[config.mk]
export PLATFORM = sky130hd
export DESIGN_NAME = serbus_slave
export DESIGN_NICKNAME = d
export VERILOG_FILES = /design/src/rtl/serbus_pkg.sv /design/src/rtl/serbus_sync.sv /design/src/rtl/serbus_engine.sv /design/src/rtl/serbus_slave.sv
export SDC_FILE = /design/constraint.sdc
export NUM_CORES = 1
export LEC_CHECK = 0
export BUFFER_PORTS_ARGS = -buffer_cell sky130_fd_sc_hd__buf_4
export CORE_AREA = 2 2 69 71
export DETAILED_ROUTE_END_ITERATION = 7
export DIE_AREA = 0 0 71 73
export PLACE_DENSITY = 0.78
export SYNTH_ARGS = -nofsm -noshare
export SYNTH_HDL_FRONTEND = slang
export SYNTH_SLANG_ARGS = --single-unit
[constraint.sdc]
create_clock -name clk -period 2 [get_ports clk]
set_clock_uncertainty 0.1 [all_clocks]
set_input_delay 0.1 -clock clk [delete_from_list [all_inputs] [get_ports clk]]
set_output_delay 0.1 -clock clk [all_outputs]
set_load 0.005 [all_outputs]
[src/rtl/serbus_pkg.sv]
package serbus_pkg;

    localparam int unsigned BYTE_W  = 8;
    localparam logic [7:0]  ID_BASE = 8'h90;

    typedef enum logic [2:0] {
        ST_IDLE,
        ST_ADDR,
        ST_WRITE,
        ST_SACK,
        ST_SEND,
        ST_MACK
    } link_state_t;

    // Synchronised line levels and the events found on them
    typedef struct packed {
        logic scl;
        logic sda;
        logic scl_rise;
        logic scl_fall;
        logic start;
        logic stop;
    } line_evt_t;

    // Strap pin 0 drives ID bit 3, strap pin 1 drives ID bit 5
    function automatic logic [7:0] device_id(input logic [1:0] sel);
        device_id = ID_BASE | {2'b00, sel[1], 1'b0, sel[0], 3'b000};
    endfunction

endpackage

[src/rtl/serbus_sync.sv]
module serbus_sync
    import serbus_pkg::*;
#(
    parameter int unsigned STAGES = 2
) (
    input  logic      clk,
    input  logic      rst,
    input  logic      scl_i,
    input  logic      sda_i,
    output line_evt_t ev
);
    logic [1:0] raw, now_s, prev_s;

    assign raw = {sda_i, scl_i};

    for (genvar g = 0; g < 2; g++) begin : g_line
        logic [STAGES-1:0] chain;
        always_ff @(posedge clk) begin
            if (rst) chain <= '1;
            else     chain <= {chain[STAGES-2:0], raw[g]};
        end
        assign now_s[g] = chain[STAGES-1];
    end

    always_ff @(posedge clk) begin
        if (rst) prev_s <= '1;
        else     prev_s <= now_s;
    end

    always_comb begin
        ev.scl      = now_s[0];
        ev.sda      = now_s[1];
        ev.scl_rise = now_s[0] & ~prev_s[0];
        ev.scl_fall = ~now_s[0] & prev_s[0];
        ev.start    = now_s[0] & prev_s[0] & prev_s[1] & ~now_s[1];
        ev.stop     = now_s[0] & prev_s[0] & ~prev_s[1] & now_s[1];
    end

endmodule

[src/rtl/serbus_engine.sv]
module serbus_engine
    import serbus_pkg::*;
#(
    parameter int unsigned BW = BYTE_W
) (
    input  logic          clk,
    input  logic          rst,
    input  line_evt_t     ev,
    input  logic [1:0]    id_sel,
    input  logic [BW-1:0] rd_data,
    output logic          pull,
    output logic          evt_start,
    output logic          evt_stop,
    output logic          wr_stb,
    output logic [BW-1:0] wr_byte,
    output logic          rd_req
);
    localparam int unsigned CNT_W = $clog2(BW + 1);
    localparam logic [CNT_W-1:0] FULL = CNT_W'(BW);

    link_state_t      state;
    logic [CNT_W-1:0] cnt;
    logic [BW-1:0]    rx, tx;
    logic             rw_q, ack_q, load_q;
    logic [7:0]       my_id;

    assign my_id = device_id(id_sel);

    always_ff @(posedge clk) begin
        if (rst) begin
            state     <= ST_IDLE;
            cnt       <= '0;
            rx        <= '0;
            tx        <= '0;
            rw_q      <= 1'b0;
            ack_q     <= 1'b0;
            load_q    <= 1'b0;
            pull      <= 1'b0;
            evt_start <= 1'b0;
            evt_stop  <= 1'b0;
            wr_stb    <= 1'b0;
            wr_byte   <= '0;
            rd_req    <= 1'b0;
        end else begin
            evt_start <= 1'b0;
            evt_stop  <= 1'b0;
            wr_stb    <= 1'b0;
            rd_req    <= 1'b0;
            load_q    <= rd_req;
            if (load_q) tx <= rd_data;

            if (ev.stop) begin
                state    <= ST_IDLE;
                pull     <= 1'b0;
                evt_stop <= 1'b1;
            end else if (ev.start) begin
                state     <= ST_ADDR;
                cnt       <= '0;
                pull      <= 1'b0;
                evt_start <= 1'b1;
            end else begin
                unique case (state)
                    ST_ADDR, ST_WRITE: begin
                        if (ev.scl_rise && cnt != FULL) begin
                            rx  <= {rx[BW-2:0], ev.sda};
                            cnt <= cnt + 1'b1;
                        end else if (ev.scl_fall && cnt == FULL) begin
                            cnt <= '0;
                            if (state == ST_ADDR) begin
                                if (rx[BW-1:1] == my_id[7:1]) begin
                                    pull   <= 1'b1;
                                    rw_q   <= rx[0];
                                    rd_req <= rx[0];
                                    state  <= ST_SACK;
                                end else begin
                                    state <= ST_IDLE;
                                end
                            end else begin
                                pull    <= 1'b1;
                                wr_stb  <= 1'b1;
                                wr_byte <= rx;
                                state   <= ST_SACK;
                            end
                        end
                    end
                    ST_SACK: begin
                        if (ev.scl_fall) begin
                            if (rw_q) begin
                                pull  <= ~tx[BW-1];
                                state <= ST_SEND;
                            end else begin
                                pull  <= 1'b0;
                                state <= ST_WRITE;
                            end
                        end
                    end
                    ST_SEND: begin
                        if (ev.scl_rise) begin
                            cnt <= cnt + 1'b1;
                        end else if (ev.scl_fall) begin
                            if (cnt == FULL) begin
                                pull  <= 1'b0;
                                cnt   <= '0;
                                state <= ST_MACK;
                            end else begin
                                tx   <= tx << 1;
                                pull <= ~tx[BW-2];
                            end
                        end
                    end
                    ST_MACK: begin
                        if (ev.scl_rise) begin
                            ack_q  <= ~ev.sda;
                            rd_req <= ~ev.sda;
                        end else if (ev.scl_fall) begin
                            if (ack_q) begin
                                pull  <= ~tx[BW-1];
                                state <= ST_SEND;
                            end else begin
                                state <= ST_IDLE;
                            end
                        end
                    end
                    default: ;
                endcase
            end
        end
    end

    // a stop leaves the data line released on the next cycle
    assert_stop_release_R11: assert property (@(posedge clk) disable iff (rst)
        ev.stop |=> !pull)
        else $error("pull held after stop");

    // drive changes only with the synchronised clock low, or on a start or stop
    assert_drive_clock_low_R6: assert property (@(posedge clk) disable iff (rst)
        (pull != $past(pull)) |-> (!ev.scl || $past(ev.stop) || $past(ev.start)))
        else $error("data drive changed while clock high");

    // every written byte comes with an acknowledge, in write direction only
    assert_write_acked_R5: assert property (@(posedge clk) disable iff (rst)
        wr_stb |-> (pull && !rw_q))
        else $error("write strobe without acknowledge");

    // read requests happen only in a read transfer
    assert_read_dir_R10: assert property (@(posedge clk) disable iff (rst)
        rd_req |-> rw_q)
        else $error("read request in write transfer");

    // an idle slave (including after an ID mismatch) never pulls the line
    assert_idle_silent_R4: assert property (@(posedge clk) disable iff (rst)
        (state == ST_IDLE) |-> !pull)
        else $error("idle slave pulls data line");

endmodule

[src/rtl/serbus_slave.sv]
module serbus_slave
    import serbus_pkg::*;
#(
    parameter int unsigned SYNC_STAGES = 2,
    parameter int unsigned DATA_W      = BYTE_W
) (
    input  logic              clk,
    input  logic              rst,
    input  logic              scl_i,
    input  logic              sda_i,
    input  logic [1:0]        id_sel,
    input  logic [DATA_W-1:0] rd_data,
    output logic              sda_pull_n,
    output logic              evt_start,
    output logic              evt_stop,
    output logic              wr_stb,
    output logic [DATA_W-1:0] wr_byte,
    output logic              rd_req
);
    line_evt_t ev;
    logic      pull;

    serbus_sync #(.STAGES(SYNC_STAGES)) u_sync (
        .clk   (clk),
        .rst   (rst),
        .scl_i (scl_i),
        .sda_i (sda_i),
        .ev    (ev)
    );

    serbus_engine #(.BW(DATA_W)) u_engine (
        .clk       (clk),
        .rst       (rst),
        .ev        (ev),
        .id_sel    (id_sel),
        .rd_data   (rd_data),
        .pull      (pull),
        .evt_start (evt_start),
        .evt_stop  (evt_stop),
        .wr_stb    (wr_stb),
        .wr_byte   (wr_byte),
        .rd_req    (rd_req)
    );

    assign sda_pull_n = ~pull;

endmodule

After elaboration in Yosys (flattened, before gate mapping) --
Cells that the tools add are included.
Cells by class: add/sub/neg operators 1, equality and inequality tests 29, multiplexer cells 50, bitwise operators 20, reduce and logical (&&, ||, !) cells 17
Operator list (number):
- two-way mux 8 bit | 7
- two-way mux 3 bit | 10
- two-way mux 4 bit | 6
- two-way mux 1 bit | 21
- AND reduction 9 bit | 2
- != test 3 x 2 -> 1 bit, second input constant | 5
- inverter 1 bit | 13
- != test 2 x 1 -> 1 bit, second input constant | 6
- != test 3 bit, second input constant | 4
- != test 4 x 2 -> 1 bit, second input constant | 3
- case mux 3 bit (4 select lines) | 1
- AND reduction 10 bit | 1
- case mux 4 bit (2 select lines) | 1
- AND reduction 4 bit | 2
- bitwise AND 1 bit | 7
- == test 7 bit | 1
- AND reduction 7 bit | 1
- == test 3 x 2 -> 1 bit, second input constant | 2
- == test 3 bit, second input constant | 2
- != test 2 bit, second input constant | 3
- AND reduction 6 bit | 1
- OR reduction 6 bit | 1
- AND reduction 5 bit | 1
- nonzero test 5 bit | 1
- other kinds (12) | 15
Word-level totals: bits in registers 45, input port bits 14, output and inout port bits 13

Longest topological paths before layout --
word-level depth 7, gate-level depth with buffers 9

By module --
Synthesis repeated with hierarchy kept, for this count alone.
Unflattened totals: cells, all modules 231, area, all modules 2260.9 µm²
Modules (own cells, without submodules):
- serbus_engine | instances 1, cells an instance 212, area each 2052.0 µm², sequential area each 780.7 µm²
- serbus_sync | instances 1, cells an instance 18, area each 205.2 µm², sequential area each 120.1 µm²
- serbus_slave | instances 1, cells an instance 1, area each 3.8 µm², sequential area each 0.0 µm²

Least setup slack after synthesis --
No wires, ideal clock.
path kind register to register, from register u_engine.cnt[0], to register u_engine.tx[5], setup time 0.141 ns, data arrival time 1.708 ns, required time 1.759 ns, setup slack 0.051 ns, cell stages (with the launch flop) 10, path buffers 2, cell sequence dfxtp_1 > inv_1 > ha_1 > nand3b_1 > nand3_1 > or4b_4 > buf_6 > buf_12 > nor2_1 > a211oi_2
On the way: word-level cells in the longest chain between the ends 7
RTL lines:
- start, declared | line serbus_engine.sv:22 | logic [CNT_W-1:0] cnt;
- start signal, assigned | line serbus_engine.sv:66 | cnt <= cnt + 1'b1;
- start signal, assigned | line serbus_engine.sv:99 | cnt <= cnt + 1'b1;
- == test 4 bit | line serbus_engine.sv:101 | if (cnt == FULL) begin
- two-way mux 8 bit | line serbus_engine.sv:101
- two-way mux 8 bit | line serbus_engine.sv:100 | end else if (ev.scl_fall) begin
- two-way mux 8 bit | line serbus_engine.sv:98 | if (ev.scl_rise) begin
- two-way mux 8 bit | line serbus_engine.sv:62 | unique case (state)
- two-way mux 8 bit | line serbus_engine.sv:56 | end else if (ev.start) begin
- two-way mux 8 bit | line serbus_engine.sv:52 | if (ev.stop) begin
- end signal, assigned | line serbus_engine.sv:50 | if (load_q) tx <= rd_data;
- end signal, assigned | line serbus_engine.sv:106 | tx <= tx << 1;
- end, declared | line serbus_engine.sv:23 | logic [BW-1:0] rx, tx;
Every way passes these cells. A chain may end at the register's enable or synchronous reset.

Worst setup path after layout --
from register u_engine.cnt[0], to register u_engine.tx[6]
The elaborated chain is that of the path after synthesis.

==> flow_metrics.tcl <==
set metrics [dict create \
    status "finished clean" \
    cts_tree "built" \
    ff2ff_path_depth 7 \
    max_slew_margin_pct 69.3 \
    grt_overflow 0 \
    sw_frac_of_total_pct 23.6 \
    reg2reg_slack_ps 70 \
    antenna_cells 0 \
    start_util_pct 47.1 \
    slew_viol_final 0 \
    drive_gt1_share_pct 30.5 \
    final_cell_mix "41 x dfxtp_1, 38 x buf_4, 28 x nor2_1" \
    clk_path_buf_depth 2 \
    grt.total_usage_pct 17.2 \
    comb_power_share_pct 5.9 \
    cp.required_ps 2120 \
    ant_nets 0 \
    clock_sinks 45 \
    drt-total-wl_um 4300 \
    avgViaCountPerCell 5.41 \
    timing.rr.end "u_engine.tx[6]" \
    wl_per_cell_um 13.4 \
    hold_violations 0 \
    async_flop_share_pct 0 \
    place.gp.congestion 0.893 \
    avgSynthCellArea_um2 9.34 \
    end_kind "register" \
    synth-seq-cells 45 \
    min_period_ps 1930 \
    htree_levels 2 \
    postSynthCellCount 229 \
    switchingPower_uw 369 \
    timing.final.crit_share_pct 96.3 \
    tightestPinTransition_ps 461 \
    nets 284 \
    layout_commonest_cell "dfxtp_1" \
    grt_pass1_vias 1579 \
    seq_power_share_pct 58.1 \
    synth_nets 248 \
    clockRootBuffer "clkbuf_8" \
    power.internal_uw 1190 \
    ys_seq_area_share_pct 42.1 \
    fmax_ghz 0.519 \
    dr.pass1.iters 4 \
    drv_cap 0 \
    crit_start "u_engine.cnt[0]" \
    synth_edf_count 0 \
    final_cells 320 \
    die_h_um 73 \
    cts_buffers 5 \
    power.share.clock_pct 36.0 \
    vias 1732 \
    critPathTopFamily "simple AND/OR/NAND/NOR gates" \
    powerDensity_nw_per_um2 595 \
    crit_chain "inv_1 > ha_2 > nand3b_1 > nand3_2 > buf_4 > or4b_4 > a211oi_2" \
    drtIter0Drc 75 \
    worst-path-buf-inv 2 \
    clk_pin_slew_worst_paths_ps 80 \
    critPathMaxFanout 7 \
    p_leak_uw 0.00114 \
    placed_cells 305 \
    grt_start_max_net_pins 43 \
    grt_pass1_wl_um 7130 \
    max_stage_delay_ps 560 \
    hold_depth 3 \
    ioPinCount 27 \
    peakVddDrop_mv 0.490 \
    drc 0 \
    yosys_warnings 0 \
    clock_latency_ps 300 \
    port_buffers 26 \
    core.rowCount 25 \
    synthesis.area_um2 2140 \
    area_delta_synth_final_pct 22.9 \
    arrival_ps 2050 \
    cpMaxStageDelayCell "or4b_4" \
    worstSetupPathType "register to register" \
    synth.distinct_cells 50 \
    crit_cells 7 \
    die-area_um2 5180 \
    finish.utilization_pct 57.9 \
    dp_hpwl_um 2850 \
    endpoint "u_engine.tx[6]" \
    ys.flop_type "dfxtp_1" \
    cp-start-kind "register" \
    die_w_um 71 \
    fill_cells 417 \
    setup_viol 0 \
    min_path_type "input port to register" \
    antenna_found_initial 0 \
    core_um2 4540 \
    r2r_start "u_engine.cnt[0]" \
]
-- power groups by stage --
stage | sequential [µW] | clock, µW | combinational, µW
3_5_place_dp | 929 | 0 | 83.4
3_3_place_gp | 929 | 0 | 82.6
6_report | 908 | 563 | 92.3
2_1_floorplan | 926 | 0 | 50.8
5_1_grt | 910 | 622 | 102
4_1_cts | 908 | 581 | 90.1
-- sequential cells by signal (all words and copies together) (netlist names), 2 cells and up --
name	count
u_engine.cnt	4
u_engine.rx	8
u_engine.state	3
u_engine.tx	8
u_engine.wr_byte	8
u_sync.g_line.chain	4
u_sync.prev_s	2
-- area by class of cell --
cell class,instances,area (µm²),area share (%)
inverter,12,45.0,1.71
sequential,45,906,34.5
clock buffer,5,68.8,2.62
timing repair buffer,41,315,12.0
clock inverter,3,21.3,0.810
tap,54,67.6,2.57
multi-input combinational,160,1200,45.8
-- routing by layer --
layer / vias up / track usage (%) / routed length, µm
met1: 809 / 21.5 / 1960
li1: 874 / - / -
met4: 0 / 6.71 / 70
met3: 8 / 3.87 / 188
met2: 41 / 29.2 / 2080
met5: - / 0 / 0
-- metrics by stage --
| step | setup TNS, ps | hold slack (ps) | setup WS, ps | instance area (µm²) | total power (µW) |
|---|---|---|---|---|---|
| after floorplan | 0 | 104 | 50.7 | 2140 | 977 |
| after global routing | -46.6 | 80.2 | -16.9 | 2630 | 1630 |
| after global placement | 0 | 185 | 76.6 | 2390 | 1010 |
| final | 0 | 80.1 | 73.9 | 2630 | 1560 |
| after CTS | 0 | 73.8 | 1.75 | 2520 | 1580 |
| after detailed placement | -50.7 | 187 | -15.3 | 2390 | 1010 |
-- timing repair --
item | CTS | global route
hold endpoints to repair | 3 | 0
gates cloned | 1 | 0
pin swaps | 0 | 4
endpoints found under the setup margin | 6 | 22
setup buffers | 0 | 3
hold buffers | 3 | 0
resized for setup | 1 | 23
-- how the worst min path moves through the flow --
stage                           endpoint       start
6_report                  u_engine.tx[4]  rd_data[4]
3_3_place_gp   u_sync.g_line[0].chain[0]       scl_i
5_1_grt                   u_engine.tx[2]  rd_data[2]
2_1_floorplan  u_sync.g_line[0].chain[0]       scl_i
4_1_cts                   u_engine.tx[2]  rd_data[2]
3_5_place_dp   u_sync.g_line[1].chain[0]       sda_i
-- logic make-up (layout without fill, tap and decap cells) --
| family | Yosys count | after routing | synth area share, % |
|---|---|---|---|
| adder cells (fa/ha/maj) | 5 | 5 | 2.93 |
| XOR/XNOR | 4 | 4 | 1.64 |
| buffers and inverters | 25 | 61 | 5.73 |
| flip-flops | 45 | 45 | 42.1 |
| AO/OA/AOI/OAI | 42 | 42 | 15.1 |
| multiplexers | 25 | 25 | 11.7 |
| AND/OR/NAND/NOR | 83 | 84 | 20.8 |
-- cells in the mapped netlist, types with 3 or more instances --
master    number  area (µm²)
nand2_1        7        26.3
nor2b_1        3        18.8
a211oi_2       7        87.6
clkbuf_1       7        26.3
inv_1         12        45.0
xnor2_1        3        26.3
a21o_1         3        22.5
and3_1         4        25.0
a21oi_1        8        40.0
mux2i_1       25         250
nor2_1        34         128
or2_2          5        31.3
ha_1           5        62.6
nand2b_1       4        25.0
dfxtp_1       45         901
o21ai_0        7        35.0
nor3_1         6        30.0
nand3_1        5        25.0
-- worst reg2reg max path, delay by kind of cell, from the launching register on --
| family | cells | cell delay, ps |
|---|---|---|
| compound gates | 1 | 200 |
| flops | 1 | 350 |
| fa+ha+maj | 1 | 190 |
| simple gates | 3 | 790 |
| buf+inv | 2 | 220 |
No activity file was read; power rests on OpenSTA's default activity.
